## src/rtl/rtc_regfile_pkg.sv

```systemverilog
package rtc_regfile_pkg;
  localparam int IDX_W = 7;
  localparam logic [IDX_W-1:0] IDX_CTRL_A = 7'h0A;
  localparam logic [IDX_W-1:0] IDX_CTRL_B = 7'h0B;
  localparam logic [IDX_W-1:0] IDX_FLAGS  = 7'h0C;
  localparam logic [IDX_W-1:0] IDX_VALID  = 7'h0D;

  localparam logic [7:0] A_POR       = 8'h26;
  localparam logic [7:0] B_POR       = 8'h02;
  localparam logic [7:0] VALID_CONST = 8'h80;
  localparam logic [7:0] FLAG_MASK   = 8'h70;
  localparam logic [7:0] B_SOFT_CLR  = 8'h68;
  localparam logic [7:0] EVEN_READ   = 8'hFF;

  typedef struct packed {
    logic periodic;
    logic alarm;
    logic update;
  } evt_t;

  // divider select value that lets the phase advance
  function automatic logic div_running(input logic [2:0] sel);
    return sel <= 3'd2;
  endfunction

  function automatic logic div_in_reset(input logic [2:0] sel);
    return sel[2:1] == 2'b11;
  endfunction

  function automatic logic [7:0] evt_bits(input evt_t ev);
    return {1'b0, ev.periodic, ev.alarm, ev.update, 4'b0000};
  endfunction

  // flags that become set now and were clear before, gated by enables
  function automatic logic fresh_enabled(input logic [7:0] base,
                                         input logic [7:0] enables,
                                         input evt_t ev);
    return |(evt_bits(ev) & ~base & enables & FLAG_MASK);
  endfunction

  function automatic logic [7:0] merge_events(input logic [7:0] base,
                                              input logic [7:0] enables,
                                              input evt_t ev);
    logic [7:0] res;
    res = base | evt_bits(ev);
    if (fresh_enabled(base, enables, ev)) res[7] = 1'b1;
    return res;
  endfunction

  function automatic logic pending_enabled(input logic [7:0] enables,
                                           input logic [7:0] flags);
    return |(enables & flags & FLAG_MASK);
  endfunction
endpackage

```

## src/rtl/rtc_host_port.sv

```systemverilog
module rtc_host_port
  import rtc_regfile_pkg::*;
(
  input  logic             clk,
  input  logic             rst_n,
  input  logic             wr_en,
  input  logic             rd_en,
  input  logic             addr0,
  input  logic [IDX_W-1:0] wdata_idx,
  output logic [IDX_W-1:0] idx,
  output logic             wr_a,
  output logic             wr_b,
  output logic             wr_mem,
  output logic             rd_c
);
  logic data_wr;
  logic is_ctl;

  always_ff @(posedge clk or negedge rst_n) begin
    if (!rst_n)               idx <= '0;
    else if (wr_en && !addr0) idx <= wdata_idx;
  end

  always_comb begin
    data_wr = wr_en && addr0;
    is_ctl  = (idx == IDX_CTRL_A) || (idx == IDX_CTRL_B) ||
              (idx == IDX_FLAGS)  || (idx == IDX_VALID);
    wr_a    = data_wr && (idx == IDX_CTRL_A);
    wr_b    = data_wr && (idx == IDX_CTRL_B);
    wr_mem  = data_wr && !is_ctl;
    rd_c    = rd_en && addr0 && (idx == IDX_FLAGS);
  end
endmodule

```

## src/rtl/rtc_byte_store.sv

```systemverilog
module rtc_byte_store #(
  parameter int DEPTH = 128,
  parameter int WIDTH = 8,
  localparam int AW = $clog2(DEPTH)
) (
  input  logic             clk,
  input  logic             we,
  input  logic [AW-1:0]    waddr,
  input  logic [WIDTH-1:0] wdata,
  input  logic [AW-1:0]    raddr,
  output logic [WIDTH-1:0] rdata
);
  logic [WIDTH-1:0] mem [DEPTH];

  always_ff @(posedge clk) begin
    if (we) mem[waddr] <= wdata;
  end

  assign rdata = mem[raddr];
endmodule

```

## src/rtl/rtc_div_phase.sv

```systemverilog
module rtc_div_phase
  import rtc_regfile_pkg::*;
#(
  parameter int TICKS_PER_SEC = 32768,
  parameter int UIP_TICKS     = 8,
  localparam int TICK_W = $clog2(TICKS_PER_SEC)
) (
  input  logic       clk,
  input  logic       rst_n,
  input  logic       tick,
  input  logic [2:0] div_cur,
  input  logic       a_write,
  input  logic [2:0] div_new,
  input  logic       set_mode,
  output logic       uip
);
  localparam logic [TICK_W-1:0] LAST  = TICK_W'(TICKS_PER_SEC - 1);
  localparam logic [TICK_W-1:0] HALF  = TICK_W'(TICKS_PER_SEC / 2);
  localparam logic [TICK_W-1:0] WSTART = TICK_W'(TICKS_PER_SEC - UIP_TICKS);

  logic [TICK_W-1:0] phase;
  logic              release_half;

  assign release_half = a_write && div_in_reset(div_cur) &&
                        !div_in_reset(div_new) && div_running(div_new) &&
                        !set_mode;

  always_ff @(posedge clk or negedge rst_n) begin
    if (!rst_n) begin
      phase <= '0;
    end else if (release_half) begin
      phase <= HALF;
    end else if (div_in_reset(div_cur)) begin
      phase <= '0;
    end else if (div_running(div_cur) && tick) begin
      phase <= (phase == LAST) ? '0 : phase + 1'b1;
    end
  end

  assign uip = div_running(div_cur) && !set_mode && (phase >= WSTART);
endmodule

```

## src/rtl/rtc_ctrl_regs.sv

```systemverilog
module rtc_ctrl_regs
  import rtc_regfile_pkg::*;
(
  input  logic       clk,
  input  logic       rst_n,
  input  logic       sys_reset,
  input  logic       wr_a,
  input  logic       wr_b,
  input  logic [7:0] wdata,
  output logic [6:0] a_q,
  output logic [7:0] b_q
);
  always_ff @(posedge clk or negedge rst_n) begin
    if (!rst_n) begin
      a_q <= A_POR[6:0];
      b_q <= B_POR;
    end else begin
      if (wr_a) a_q <= wdata[6:0];
      if (sys_reset)  b_q <= (wr_b ? wdata : b_q) & ~B_SOFT_CLR;
      else if (wr_b)  b_q <= wdata;
    end
  end
endmodule

```

## src/rtl/rtc_irq_flags.sv

```systemverilog
module rtc_irq_flags
  import rtc_regfile_pkg::*;
(
  input  logic       clk,
  input  logic       rst_n,
  input  logic       sys_reset,
  input  logic       rd_c,
  input  logic       wr_b,
  input  logic [7:0] wdata,
  input  logic [7:0] b_q,
  input  evt_t       ev,
  output logic [7:0] c_q,
  output logic       raise_evt
);
  logic [7:0] base;
  logic [7:0] enables;
  logic [7:0] c_next;

  always_comb begin
    base    = rd_c ? 8'h00 : c_q;
    enables = wr_b ? wdata : b_q;
    if (wr_b) base[7] = pending_enabled(wdata, c_q);
    raise_evt = fresh_enabled(base, enables, ev);
    c_next    = merge_events(base, enables, ev);
    if (sys_reset) c_next = 8'h00;
  end

  always_ff @(posedge clk or negedge rst_n) begin
    if (!rst_n) c_q <= 8'h00;
    else        c_q <= c_next;
  end
endmodule

```

## src/rtl/rtc_regfile_ctl.sv

```systemverilog
module rtc_regfile_ctl
  import rtc_regfile_pkg::*;
#(
  parameter int TICKS_PER_SEC = 32768,
  parameter int UIP_TICKS     = 8,
  parameter int SPACE_BYTES   = 128
) (
  input  logic       clk,
  input  logic       rst_n,
  input  logic       sys_reset,
  input  logic       wr_en,
  input  logic       rd_en,
  input  logic       addr0,
  input  logic [7:0] wdata,
  output logic [7:0] rdata,
  input  logic       evt_update,
  input  logic       evt_alarm,
  input  logic       evt_periodic,
  input  logic       tick_32k,
  output logic       irq
);
  logic [IDX_W-1:0] idx;
  logic             wr_a, wr_b, wr_mem, rd_c;
  logic [6:0]       a_q;
  logic [7:0]       b_q, c_q, mem_rdata;
  logic             uip, raise_evt;
  evt_t             ev;

  assign ev = '{periodic: evt_periodic, alarm: evt_alarm, update: evt_update};

  rtc_host_port u_port (
    .clk(clk), .rst_n(rst_n), .wr_en(wr_en), .rd_en(rd_en), .addr0(addr0),
    .wdata_idx(wdata[IDX_W-1:0]), .idx(idx), .wr_a(wr_a), .wr_b(wr_b),
    .wr_mem(wr_mem), .rd_c(rd_c)
  );

  rtc_byte_store #(.DEPTH(SPACE_BYTES), .WIDTH(8)) u_store (
    .clk(clk), .we(wr_mem), .waddr(idx), .wdata(wdata),
    .raddr(idx), .rdata(mem_rdata)
  );

  rtc_ctrl_regs u_ctrl (
    .clk(clk), .rst_n(rst_n), .sys_reset(sys_reset), .wr_a(wr_a),
    .wr_b(wr_b), .wdata(wdata), .a_q(a_q), .b_q(b_q)
  );

  rtc_div_phase #(.TICKS_PER_SEC(TICKS_PER_SEC), .UIP_TICKS(UIP_TICKS)) u_div (
    .clk(clk), .rst_n(rst_n), .tick(tick_32k), .div_cur(a_q[6:4]),
    .a_write(wr_a), .div_new(wdata[6:4]), .set_mode(b_q[7]), .uip(uip)
  );

  rtc_irq_flags u_flags (
    .clk(clk), .rst_n(rst_n), .sys_reset(sys_reset), .rd_c(rd_c),
    .wr_b(wr_b), .wdata(wdata), .b_q(b_q), .ev(ev), .c_q(c_q),
    .raise_evt(raise_evt)
  );

  assign irq = c_q[7];

  always_comb begin
    if (!addr0) begin
      rdata = EVEN_READ;
    end else begin
      unique case (idx)
        IDX_CTRL_A: rdata = {uip, a_q};
        IDX_CTRL_B: rdata = b_q;
        IDX_FLAGS:  rdata = c_q;
        IDX_VALID:  rdata = VALID_CONST;
        default:    rdata = mem_rdata;
      endcase
    end
  end
endmodule

```

## config.mk

```make
export PLATFORM = sky130hd
export DESIGN_NAME = rtc_regfile_ctl
export DESIGN_NICKNAME = d
export VERILOG_FILES = /design/src/rtl/rtc_regfile_pkg.sv /design/src/rtl/rtc_host_port.sv /design/src/rtl/rtc_byte_store.sv /design/src/rtl/rtc_div_phase.sv /design/src/rtl/rtc_ctrl_regs.sv /design/src/rtl/rtc_irq_flags.sv /design/src/rtl/rtc_regfile_ctl.sv
export SDC_FILE = /design/constraint.sdc
export NUM_CORES = 1
export LEC_CHECK = 0
export BUFFER_PORTS_ARGS = -buffer_cell sky130_fd_sc_hd__buf_2
export CAP_MARGIN = 20
export CORE_MARGIN = 1.5
export CORE_UTILIZATION = 52
export DETAILED_ROUTE_END_ITERATION = 8
export PLACE_DENSITY = 0.63
export RECOVER_POWER = 25
export SETUP_SLACK_MARGIN = 0.02
export SLEW_MARGIN = 20
export SYNTH_ARGS = -nofsm -noshare
export SYNTH_HDL_FRONTEND = slang
export SYNTH_HIERARCHICAL = 1
export SYNTH_SLANG_ARGS = --single-unit
```

## constraint.sdc

```tcl
create_clock -name clk -period 4.8 [get_ports clk]
set_clock_uncertainty 0.1 [all_clocks]
set_input_delay 0.24 -clock clk [delete_from_list [all_inputs] [get_ports clk]]
set_output_delay 0.24 -clock clk [all_outputs]
set_load 0.02 [all_outputs]
```

==> Implementation_results.wiki <==
{| class="wikitable"
! Metric !! Value
|-
| Core Rows || 104
|-
| Total number of H-tree levels || 3
|-
| Dpl hpwl || 59800 um
|-
| Average wire per standard cell || 29.7 um
|-
| Storage element area || 0.0319 mm^2
|-
| Critical path, cell by cell || buf_12 -> buf_4 -> mux4_2 -> mux4_2 -> mux4_2 -> mux2_2 -> o21ai_0 -> o211ai_1 -> buf_2
|-
| Net count, final || 2131
|-
| Worst hold path type || primary input to flop
|-
| Multi-input gate area in the final layout || 0.00971 mm^2
|-
| Starting DRT DRC Count || 2317
|-
| Worst setup SP type || flop
|-
| Family of cells with the greatest summed delay on the critical path || multiplexers
|-
| Overall Power || 21.2 mW
|-
| Number of buffers on the longest clock path || 3
|-
| Worst slew margin || -1.93
|-
| Tcrit/Tclk final || 0.956
|-
| Total number of clock tree sinks || 1069
|-
| Starting density of the core || 0.524
|-
| Required time reported for the critical path endpoint || 4460 ps
|-
| Number of maximum-capacitance constraint violations || 9
|-
| Congestion Overflow GR || 0
|-
| Router iterations before antenna repair || 5
|-
| Count of endpoints failing hold in the final timing report || 0
|-
| Mean area per synthesized cell || 22.5 um^2
|-
| Largest fanout of any net on the critical path || 30
|-
| Crit path arrival time || 4250 ps
|-
| Die area || 0.0827 mm^2
|-
| Proportion of layout cells with a drive suffix above 1 || 0.347
|-
| Number of instances in the synthesized netlist || 1867
|-
| Vertical die dimension || 288 um
|-
| Total routing resource utilization after global routing || 0.239
|-
| Combined area of all synthesized cells || 0.0421 mm^2
|-
| Core Area || 0.0803 mm^2
|-
| Most used cell, CP || sky130_fd_sc_hd__mux4_2
|-
| Total CTS buffers || 106
|-
| Leakage power figure || 15.5 nW
|-
| Antenna viol nets, final || 0
|-
| RSZ-0062 raised after global routing || false
|-
| Drt drc || 0
|-
| Failing checks || capacitance limit, slew limit
|-
| Buf/Inv on CP || 3
|-
| RD Place Congestion || 0.835
|-
| Pin count of the biggest net entering global routing || 93
|-
| Master cell of the clock root buffer || sky130_fd_sc_hd__clkbuf_16
|-
| Total I/O pin count || 27
|-
| Inserted Diodes || 0
|-
| Power per cell area || 438 mW/mm^2
|-
| Final critical delay including setup and external delays || 4590 ps
|-
| TritonCTS clock tree || done
|-
| Number of filler cells placed in the layout || 5539
|-
| Clock Latency Late Sink || 660 ps
|-
| Layout area overhead || 14.9%
|-
| First-pass GRT wire length || 141000 um
|-
| Number of global-route vias before repair || 20400
|-
| Result of the run || complete, but fails checks
|-
| Pins Over Slew Limit || 562
|-
| Worst Setup Path Type || flop to primary output
|-
| Worst stage delay on the critical path || 680 ps
|-
| Sum of negative setup slack || 0 ps
|-
| Total vias in the final route || 20200
|-
| Peak supply drop || 0.338 mV
|-
| Finish-stage setup viols || 0
|-
| Net Count, Synth || 1887
|-
| Max frequency || 218 MHz
|-
| Syn. warnings || 6
|-
| Clock-pin slew on the worst setup and hold paths || 60 ps
|-
| Critical path capture point type || primary output
|-
| Detail-routed via count per cell || 6.18
|-
| Slew of the pin with the lowest slew margin || 4400 ps
|-
| Number of gates given a new drive strength after cts || 0
|-
| Post-Route WL || 97000 um
|-
| Floorplan die width || 288 um
|-
| Number of antenna violations at the first check in global routing || 2
|-
| Buffers on Ports || 26
|-
| Slowest stage cell, crit path || sky130_fd_sc_hd__dfrtp_4
|}
## registers in the layout, summed over array words and instances, names as in the netlist
name / count
u_flags/c_q: 8
u_div/phase: 15
u_port/idx: 7
u_ctrl/a_q: 7
u_store/mem: 1024
u_ctrl/b_q: 8
## per-stage QoR
| step | util | cells | worst slack (ps) | instance area [um^2] | hold WS, ps |
|---|---|---|---|---|---|
| after floorplan | - | 1867 | 1170 | 42100 | -156 |
| after global placement | 0.558 | 3045 | 538 | 44800 | 360 |
| after detailed placement | 0.558 | 3045 | 569 | 44800 | 376 |
| after CTS | 0.602 | 3258 | 63.9 | 48300 | 21.2 |
| after global routing | 0.603 | 3261 | 90.3 | 48400 | 116 |
| final | 0.603 | 3261 | 211 | 48400 | 135 |
## power breakdown
part	leakage (nW)	switching, mW	total [mW]	internal [mW]
combinational	4.03	1.40	2.61	1.21
sequential	9.76	0.142	10.5	10.3
clock	1.69	3.42	8.13	4.71
total	15.5	4.96	21.2	16.2
## worst min-delay path, stage by stage
cell and delay, ps:
sky130_fd_sc_hd__buf_2 120, sky130_fd_sc_hd__nor2b_1 240, sky130_fd_sc_hd__mux2_2 260
## path summary, 6_finish.rpt
path                                           start                           end  slack, ps  cells past startpoint
min reg2reg                 u_flags/c_q[1]$_DFF_PN0_      u_flags/c_q[1]$_DFF_PN0_        390                      1
max in group asynchronous                      rst_n     u_port/idx[2]$_DFFE_PN0P_       2040                      2
min in group asynchronous                      rst_n    u_div/phase[1]$_DFFE_PN0P_        780                      2
max reg2reg                u_port/idx[1]$_DFFE_PN0P_  u_store/mem[55][4]$_DFFE_PP_        980                      5
max                        u_port/idx[2]$_DFFE_PN0P_                      rdata[2]        210                      9
min                                            wr_en     u_port/idx[4]$_DFFE_PN0P_        130                      3
## placed cells by master, fill, tap and decap left out, types with 3 or more instances in the layout
master / n
sky130_fd_sc_hd__edfxtp_1: 1024
sky130_fd_sc_hd__mux4_2: 336
sky130_fd_sc_hd__buf_4: 182
sky130_fd_sc_hd__nor2_1: 138
sky130_fd_sc_hd__clkbuf_16: 109
sky130_fd_sc_hd__clkbuf_1: 37
sky130_fd_sc_hd__dfrtp_1: 37
sky130_fd_sc_hd__nand2_1: 28
sky130_fd_sc_hd__mux2_2: 25
sky130_fd_sc_hd__clkinv_2: 24
sky130_fd_sc_hd__nand3_1: 22
sky130_fd_sc_hd__clkinv_1: 18
sky130_fd_sc_hd__buf_12: 18
sky130_fd_sc_hd__buf_2: 17
sky130_fd_sc_hd__nor3_1: 14
sky130_fd_sc_hd__mux2_4: 12
sky130_fd_sc_hd__inv_1: 10
sky130_fd_sc_hd__dlygate4sd3_1: 10
sky130_fd_sc_hd__nor2b_1: 9
sky130_fd_sc_hd__o211ai_1: 9
sky130_fd_sc_hd__bufinv_16: 9
sky130_fd_sc_hd__o21ai_0: 8
sky130_fd_sc_hd__mux2i_1: 8
sky130_fd_sc_hd__nand4_1: 8
sky130_fd_sc_hd__a21oi_1: 8
sky130_fd_sc_hd__a22oi_1: 7
sky130_fd_sc_hd__and2_1: 5
sky130_fd_sc_hd__nand2b_1: 5
sky130_fd_sc_hd__clkbuf_8: 4
sky130_fd_sc_hd__dfstp_2: 4
sky130_fd_sc_hd__or3_1: 4
sky130_fd_sc_hd__xor2_1: 4
sky130_fd_sc_hd__dfrtp_4: 4
sky130_fd_sc_hd__a31oi_1: 3
sky130_fd_sc_hd__nand4b_1: 3
## what timing repair did
item	4_1_cts	5_1_grt
setup endpoints to repair	8	1
hold buffers	9	1
setup buffers	6	1
endpoints found under the hold margin	60	24
## layer usage
layer  wire, um  part of all wire  up-vias  global-route usage
met5         19           0.00020        -                   0
met4       2970             0.031        2              0.0759
met3       7250             0.075      140              0.0501
met2      46100              0.48      775               0.365
met1      40600              0.42    10900               0.350
li1           -                 -     8394                   -
## area by class of cell
cell class                      count  share of cell area
Multi-Input combinational cell    687               0.201
Clock inverter                     57              0.0111
Clock buffer                      141              0.0597
Sequential cell                  1069               0.659
Tap cell                         1060              0.0274
Inverter                           10            0.000776
Timing Repair Buffer              237              0.0408
Power figures use the tool's default switching activity.
